`src/rtl/alu_pkg.sv`:
```
package alu_pkg;

    typedef enum logic [2:0] {
        SRC_ADD,
        SRC_SHIFT,
        SRC_AND,
        SRC_OR,
        SRC_XOR,
        SRC_NOR,
        SRC_SET
    } src_e;

    typedef enum logic [1:0] {
        TST_NE,
        TST_EQ,
        TST_LEZ,
        TST_GTZ
    } tst_e;

    typedef struct packed {
        src_e src;
        tst_e tst;
        logic sub;
        logic shr;
        logic sra;
        logic ovf_en;
    } ctl_t;

endpackage

```
`src/rtl/alu_adder.sv`:
```
module alu_adder #(
    parameter int W = 32
) (
    input  logic [W-1:0] a_i,
    input  logic [W-1:0] b_i,
    input  logic         cin_i,
    output logic [W-1:0] sum_o,
    output logic         ovf_o
);
    logic [W-2:0] low_d;
    logic         cmsb_d;
    logic         cout_d;
    logic         smsb_d;

    always_comb begin
        {cmsb_d, low_d} = {1'b0, a_i[W-2:0]} + {1'b0, b_i[W-2:0]} + {{(W-1){1'b0}}, cin_i};
        {cout_d, smsb_d} = {1'b0, a_i[W-1]} + {1'b0, b_i[W-1]} + {1'b0, cmsb_d};
        sum_o = {smsb_d, low_d};
        ovf_o = cmsb_d ^ cout_d;
    end

    // overflow agrees with the sign rule on the operands the adder sees
    always_comb begin
        sign_rule_chk: assert (ovf_o == ((a_i[W-1] == b_i[W-1]) && (sum_o[W-1] != a_i[W-1])))
            else $error("adder overflow disagrees with sign rule");
    end
endmodule

```
`src/rtl/alu_shifter.sv`:
```
module alu_shifter #(
    parameter int W   = 32,
    parameter int SAW = $clog2(W)
) (
    input  logic [W-1:0]   val_i,
    input  logic [SAW-1:0] amt_i,
    input  logic           right_i,
    input  logic           fill_i,
    output logic [W-1:0]   res_o
);
    logic [W-1:0] stg [0:SAW];
    logic [W-1:0] out_d;

    always_comb begin
        for (int i = 0; i < W; i++) begin
            stg[0][i] = right_i ? val_i[W-1-i] : val_i[i];
        end
    end

    for (genvar k = 0; k < SAW; k++) begin : g_stage
        localparam int SH = 1 << k;
        assign stg[k+1] = amt_i[k] ? {stg[k][W-1-SH:0], {SH{fill_i}}} : stg[k];
    end

    always_comb begin
        for (int i = 0; i < W; i++) begin
            out_d[i] = right_i ? stg[SAW][W-1-i] : stg[SAW][i];
        end
        res_o = out_d;
    end

    // a zero count passes the value through unchanged
    always_comb begin
        if (amt_i == '0) begin
            zero_count_chk: assert (res_o == val_i)
                else $error("zero shift count altered the value");
        end
    end
endmodule

```
`src/rtl/alu32.sv`:
```
module alu32
    import alu_pkg::*;
#(
    parameter int W   = 32,
    parameter int SAW = $clog2(W)
) (
    input  logic [W-1:0]   a_i,
    input  logic [W-1:0]   b_i,
    input  logic [3:0]     op_i,
    input  logic [SAW-1:0] sa_i,
    output logic [W-1:0]   c_o,
    output logic           v_o
);
    ctl_t         ctl_d;
    logic [W-1:0] addb_d;
    logic [W-1:0] sum_d;
    logic         ovf_d;
    logic [W-1:0] shf_d;
    logic         bit_d;
    logic [W-1:0] res_d;

    always_comb begin
        ctl_d = '{src: SRC_SET, tst: TST_NE, sub: 1'b1, shr: 1'b0, sra: 1'b0, ovf_en: 1'b0};
        unique casez (op_i)
            4'b0000: ctl_d.tst = TST_NE;
            4'b0001: ctl_d.tst = TST_EQ;
            4'b0010: ctl_d.src = SRC_AND;
            4'b0011: ctl_d.src = SRC_OR;
            4'b0100: ctl_d.src = SRC_XOR;
            4'b0101: ctl_d.src = SRC_NOR;
            4'b011?: begin ctl_d.src = SRC_ADD; ctl_d.sub = 1'b0; ctl_d.ovf_en = 1'b1; end
            4'b100?: ctl_d.src = SRC_SHIFT;
            4'b101?: begin ctl_d.src = SRC_ADD; ctl_d.ovf_en = 1'b1; end
            4'b1100: begin ctl_d.src = SRC_SHIFT; ctl_d.shr = 1'b1; end
            4'b1101: begin ctl_d.src = SRC_SHIFT; ctl_d.shr = 1'b1; ctl_d.sra = 1'b1; end
            4'b1110: ctl_d.tst = TST_LEZ;
            default: ctl_d.tst = TST_GTZ;
        endcase
        addb_d = ctl_d.sub ? ~b_i : b_i;
    end

    alu_adder #(.W(W)) u_add (
        .a_i   (a_i),
        .b_i   (addb_d),
        .cin_i (ctl_d.sub),
        .sum_o (sum_d),
        .ovf_o (ovf_d)
    );

    alu_shifter #(.W(W), .SAW(SAW)) u_shf (
        .val_i   (b_i),
        .amt_i   (sa_i),
        .right_i (ctl_d.shr),
        .fill_i  (ctl_d.sra & b_i[W-1]),
        .res_o   (shf_d)
    );

    always_comb begin
        unique case (ctl_d.tst)
            TST_NE:  bit_d = |sum_d;
            TST_EQ:  bit_d = ~|sum_d;
            TST_LEZ: bit_d = a_i[W-1] | ~|a_i;
            default: bit_d = ~a_i[W-1] & |a_i;
        endcase
        unique case (ctl_d.src)
            SRC_ADD:   res_d = sum_d;
            SRC_SHIFT: res_d = shf_d;
            SRC_AND:   res_d = a_i & b_i;
            SRC_OR:    res_d = a_i | b_i;
            SRC_XOR:   res_d = a_i ^ b_i;
            SRC_NOR:   res_d = ~(a_i | b_i);
            default:   res_d = {{(W-1){1'b0}}, bit_d};
        endcase
        c_o = res_d;
        v_o = ovf_d & ctl_d.ovf_en;
    end

    always_comb begin

        if (op_i[3:1] != 3'b011 && op_i[3:1] != 3'b101) begin
            no_overflow_chk: assert (!v_o) else $error("overflow on non-arithmetic code");
        end

        if (op_i[3:1] == 3'b000 || op_i[3:1] == 3'b111) begin
            set_upper_chk: assert (c_o[W-1:1] == '0) else $error("set result has upper bits");
        end

        if (op_i == 4'b0001) begin
            eq_test_chk: assert (c_o[0] == (a_i == b_i)) else $error("equality result wrong");
        end

        if (op_i == 4'b1111) begin
            gtz_test_chk: assert (c_o[0] == ($signed(a_i) > 0)) else $error("gtz result wrong");
        end
    end
endmodule

```
`config.mk`:
```
export PLATFORM = sky130hd
export DESIGN_NAME = alu32
export DESIGN_NICKNAME = d
export VERILOG_FILES = /design/src/rtl/alu_pkg.sv /design/src/rtl/alu_adder.sv /design/src/rtl/alu_shifter.sv /design/src/rtl/alu32.sv
export SDC_FILE = /design/constraint.sdc
export NUM_CORES = 1
export LEC_CHECK = 0
export BUFFER_PORTS_ARGS = -buffer_cell sky130_fd_sc_hd__buf_2
export CAP_MARGIN = 20
export CORE_ASPECT_RATIO = 0.9
export CORE_MARGIN = 8
export CORE_UTILIZATION = 59
export DETAILED_ROUTE_END_ITERATION = 7
export GPL_ROUTABILITY_DRIVEN = 1
export PLACE_DENSITY = 0.82
export SLEW_MARGIN = 20
export SYNTH_ARGS = -nofsm -noshare
export SYNTH_HDL_FRONTEND = slang
export SYNTH_SLANG_ARGS = --single-unit
```
`constraint.sdc`:
```
create_clock -name vclk -period 30.4
set_input_delay 9.12 -clock vclk [all_inputs]
set_output_delay 9.12 -clock vclk [all_outputs]
set_load 0.005 [all_outputs]
```
==> parameters.txt <==
Parameter                              Value

Power and ir drop
  Design Power ... 0.1724 mW
  Net switching power ... 0.1066 mW
  Seq pwr share ... 0
  Leak ... ~3.5 nW
  Switching share of power ... 0.6183
  Portion of total power attributed to the clock network ... 0
  Power Dens Cells ... 22.88 nW/um^2
  Share of power burned in combinational logic ... 1.000
  Power Internal ... ~0.066 mW
  Worst voltage drop across the vdd grid ... approximately 0.011 mV

Die
  DIE AREA ... ~16000 um^2
  Die span in x ... 132.0 um
  Die height ... ~120 um
  Initial cell density of the core ... 0.5984
  Number of top-level design ports ... 106
  Std-Cell Rows ... 38
  Placeable Area ... roughly 12000 um^2

STA
  Min Clock Period, post-route ... ~25 ns
  Final critical-path share of the clock period ... 0.8364
  Highest clock frequency the design can meet ... between 0.03 and 0.04 GHz
  Hold Fails Final Rpt ... 0
  Final Setup Violations ... 0
  Setup TNS ... 0 ns
  Count of final max-slew check failures ... 0
  Slew Limit Headroom ... 0.2380
  Slew at the pin with the worst max-slew slack ... around 1.1 ns
  Setup repair after global routing missed its margin ... no
  Worst Slack Setup Final ... slightly below 5 ns

Global routing
  Pin count of the biggest net entering global routing ... 58
  Vias in the first global route ... roughly 7400
  Global-route wire length before repair ... approximately 41000 um
  Residual overflow from global routing ... 0
  GRT Resource Usage Total ... 0.3120
  Antenna violations before repair ... 0

Route
  Number of remaining DRC errors ... 0
  Ratio of routed vias to standard cells ... around 6.8
  Remaining antenna violation count after routing ... 0
  DRC violation total after the first TritonRoute iteration ... around 1100
  First drt pass iteration count ... 6
  WL/cell ... between 20 and 25 um
  Total vias in the final route ... ~8000
  Routed wire length ... 26290 um

Synth
  Cells after synthesis ... 974
  Cell accounting for the most synthesized area ... ha_1
  Number of synthesis warnings ... 0
  Fraction of post-synthesis cell area in the top cell type by area ... 0.1717
  Synthesized cell area ... 7142 um^2
  Post-synthesis net count ... 1147
  Cell types occupying the most area after synthesis ... ha_1 (17%), mux2i_1 (15%), xnor2_1 (6.1%)
  Post-Syn Area per Cell ... ~7.3 um^2
  Distinct cells, synth ... 74
  Fraction of the yosys area taken by sequential cells ... 0

Placement
  Input/output buffers ... 106
  Final weighted congestion in routability-driven placement ... 1.004
  Placed cell count ... ~1200
  Worst setup timing slack at the placement stage ... about 5.2 ns
  Final HPWL from detailed placement ... ~21000 um

Final layout
  Antenna cells ... 0
  Seq_cells ... 0
  Fill cell count ... 1144
  Net count, final ... approximately 1200
  Clock Buffer Count ... 0
  Area growth, synth to finish ... 5.484%
  Final cell count without fillers ... approximately 1200
  Total area of sequential cells ... 0 um^2
  Fraction of layout cells with a size suffix above 1 ... 0.1548

Critical path
  Setup CP Type ... in2out
  Crit path DAT ... approximately 16 ns
  Crit end category ... output port
  Data required time of the critical path ... 21.28 ns
  Critical path fanouts, max ... between 50 and 60
  Kind of start point of the critical path ... input port

Clock network
  Number of buffers added to fix hold violations after cts ... 0
  Gates resized, CTS repair ... 0
  Setup Buffers After CTS ... 0

Flow run
  Max-capacitance violation count ... 0

Status
  Result of the run ... finished, final reports clean

Min path
  Class of the most critical hold timing path ... in2out
area by class of cell:
cell class	count	area, um^2	share of cell area
Tap cell	160	200.2	0.02657
Timing Repair Buffer	112	575.6	0.07640
Inverter	72	270.3	0.03587
Multi-Input combinational cell	830	6487	0.8612
power by group through the flow:
stage	combinational [mW]	sequential (mW)	clock [mW]
floorplan	0.118	0	0
global placement	0.165	0	0
detailed placement	0.166	0	0
CTS	0.167	0	0
global route	0.184	0	0
finish	0.172	0	0
synthesized netlist by cell type, drive strengths merged, types with 2 or more instances:
cell and n:
nand4 12, nand3b 3, nand3 11, a211oi 17, a21oi 79, o311a 2, and2 9, nor3 16
and3 5, nor4 13, or3 2, fa 2, mux2 10, nor2b 9, nand2 97, o21a 11
mux4 13, buf 24, a21o 7, o221ai 15, o21ai 83, a21boi 4, o31ai 4, inv 71
ha 98, clkbuf 48, a221oi 22, nand2b 5, o211ai 13, xor2 10, a221o 18, mux2i 107
o21bai 5, or4b 2, a31oi 6, a31o 2, o311ai 2, o2111ai 4, xnor2 50, nor2 46
worst max-delay path, cell delays in order:
cell,delay (ns)
buf_2,0.74
nand3b_1,0.13
buf_4,0.34
xnor2_1,0.21
ha_1,0.37
a21oi_1,0.32
o21ai_2,0.15
a221oi_2,0.26
o21ai_1,0.17
o41ai_4,0.48
a21oi_1,0.13
a21boi_0,0.37
o21ai_0,0.26
fa_1,0.50
nor4_1,0.25
o21ai_0,0.13
a2111oi_0,0.46
nand4_1,0.16
or4b_1,0.50
nor4_2,0.23
nand4_2,0.16
o31a_1,0.32
o31ai_1,0.29
buf_2,0.18
layer usage:
layer	vias up	part of all wire	global-route usage
met2	551	0.42	0.4807
met1	3687	0.43	0.4315
li1	3704	-	-
met3	57	0.12	0.05431
met4	0	0.037	0.1018
met5	-	0	0
per-stage QoR:
step	utilization	cell area, um^2	hold WS [ns]
after floorplan	-	7142	18.49
after detailed placement	0.6311	7531	18.76
after global routing	0.6313	7533	18.80
after global placement	0.6311	7531	18.75
after CTS	0.6311	7531	18.76
final	0.6313	7533	18.76
placed cells by master, fill, tap and decap left out, drive strengths merged, types with 6 or more instances in the layout:
cell | Yosys | layout
buf | 24 | 112
mux2i | 107 | 107
ha | 98 | 98
nand2 | 97 | 97
o21ai | 83 | 83
a21oi | 79 | 79
inv | 71 | 71
xnor2 | 50 | 50
nor2 | 46 | 46
a221oi | 22 | 22
a221o | 18 | 18
a211oi | 17 | 17
nor3 | 16 | 16
o221ai | 15 | 15
o211ai | 13 | 13
mux4 | 13 | 13
nor4 | 13 | 13
nand4 | 12 | 12
o21a | 11 | 11
nand3 | 11 | 11
xor2 | 10 | 10
mux2 | 10 | 10
nor2b | 9 | 9
and2 | 9 | 9
a21o | 7 | 7
a31oi | 6 | 6
final timing paths:
check | startpoint | end | slack (ns) | depth (start not counted)
worst min-delay path | a_i[28] | c_o[28] | 18.76 | 5
worst max-delay path | op_i[2] | c_o[0] | 4.97 | 24
cells by family after synthesis:
logic type / count (synthesis) / share of synthesized area
XOR/XNOR: 60 / 0.07358
AO/OA/AOI/OAI: 302 / 0.2891
buffers and inverters: 144 / 0.09303
multiplexers: 130 / 0.2067
adder cells (fa/ha/maj): 101 / 0.1787
AND/OR/NAND/NOR: 237 / 0.1589
No activity file was read; power rests on OpenSTA's default activity.
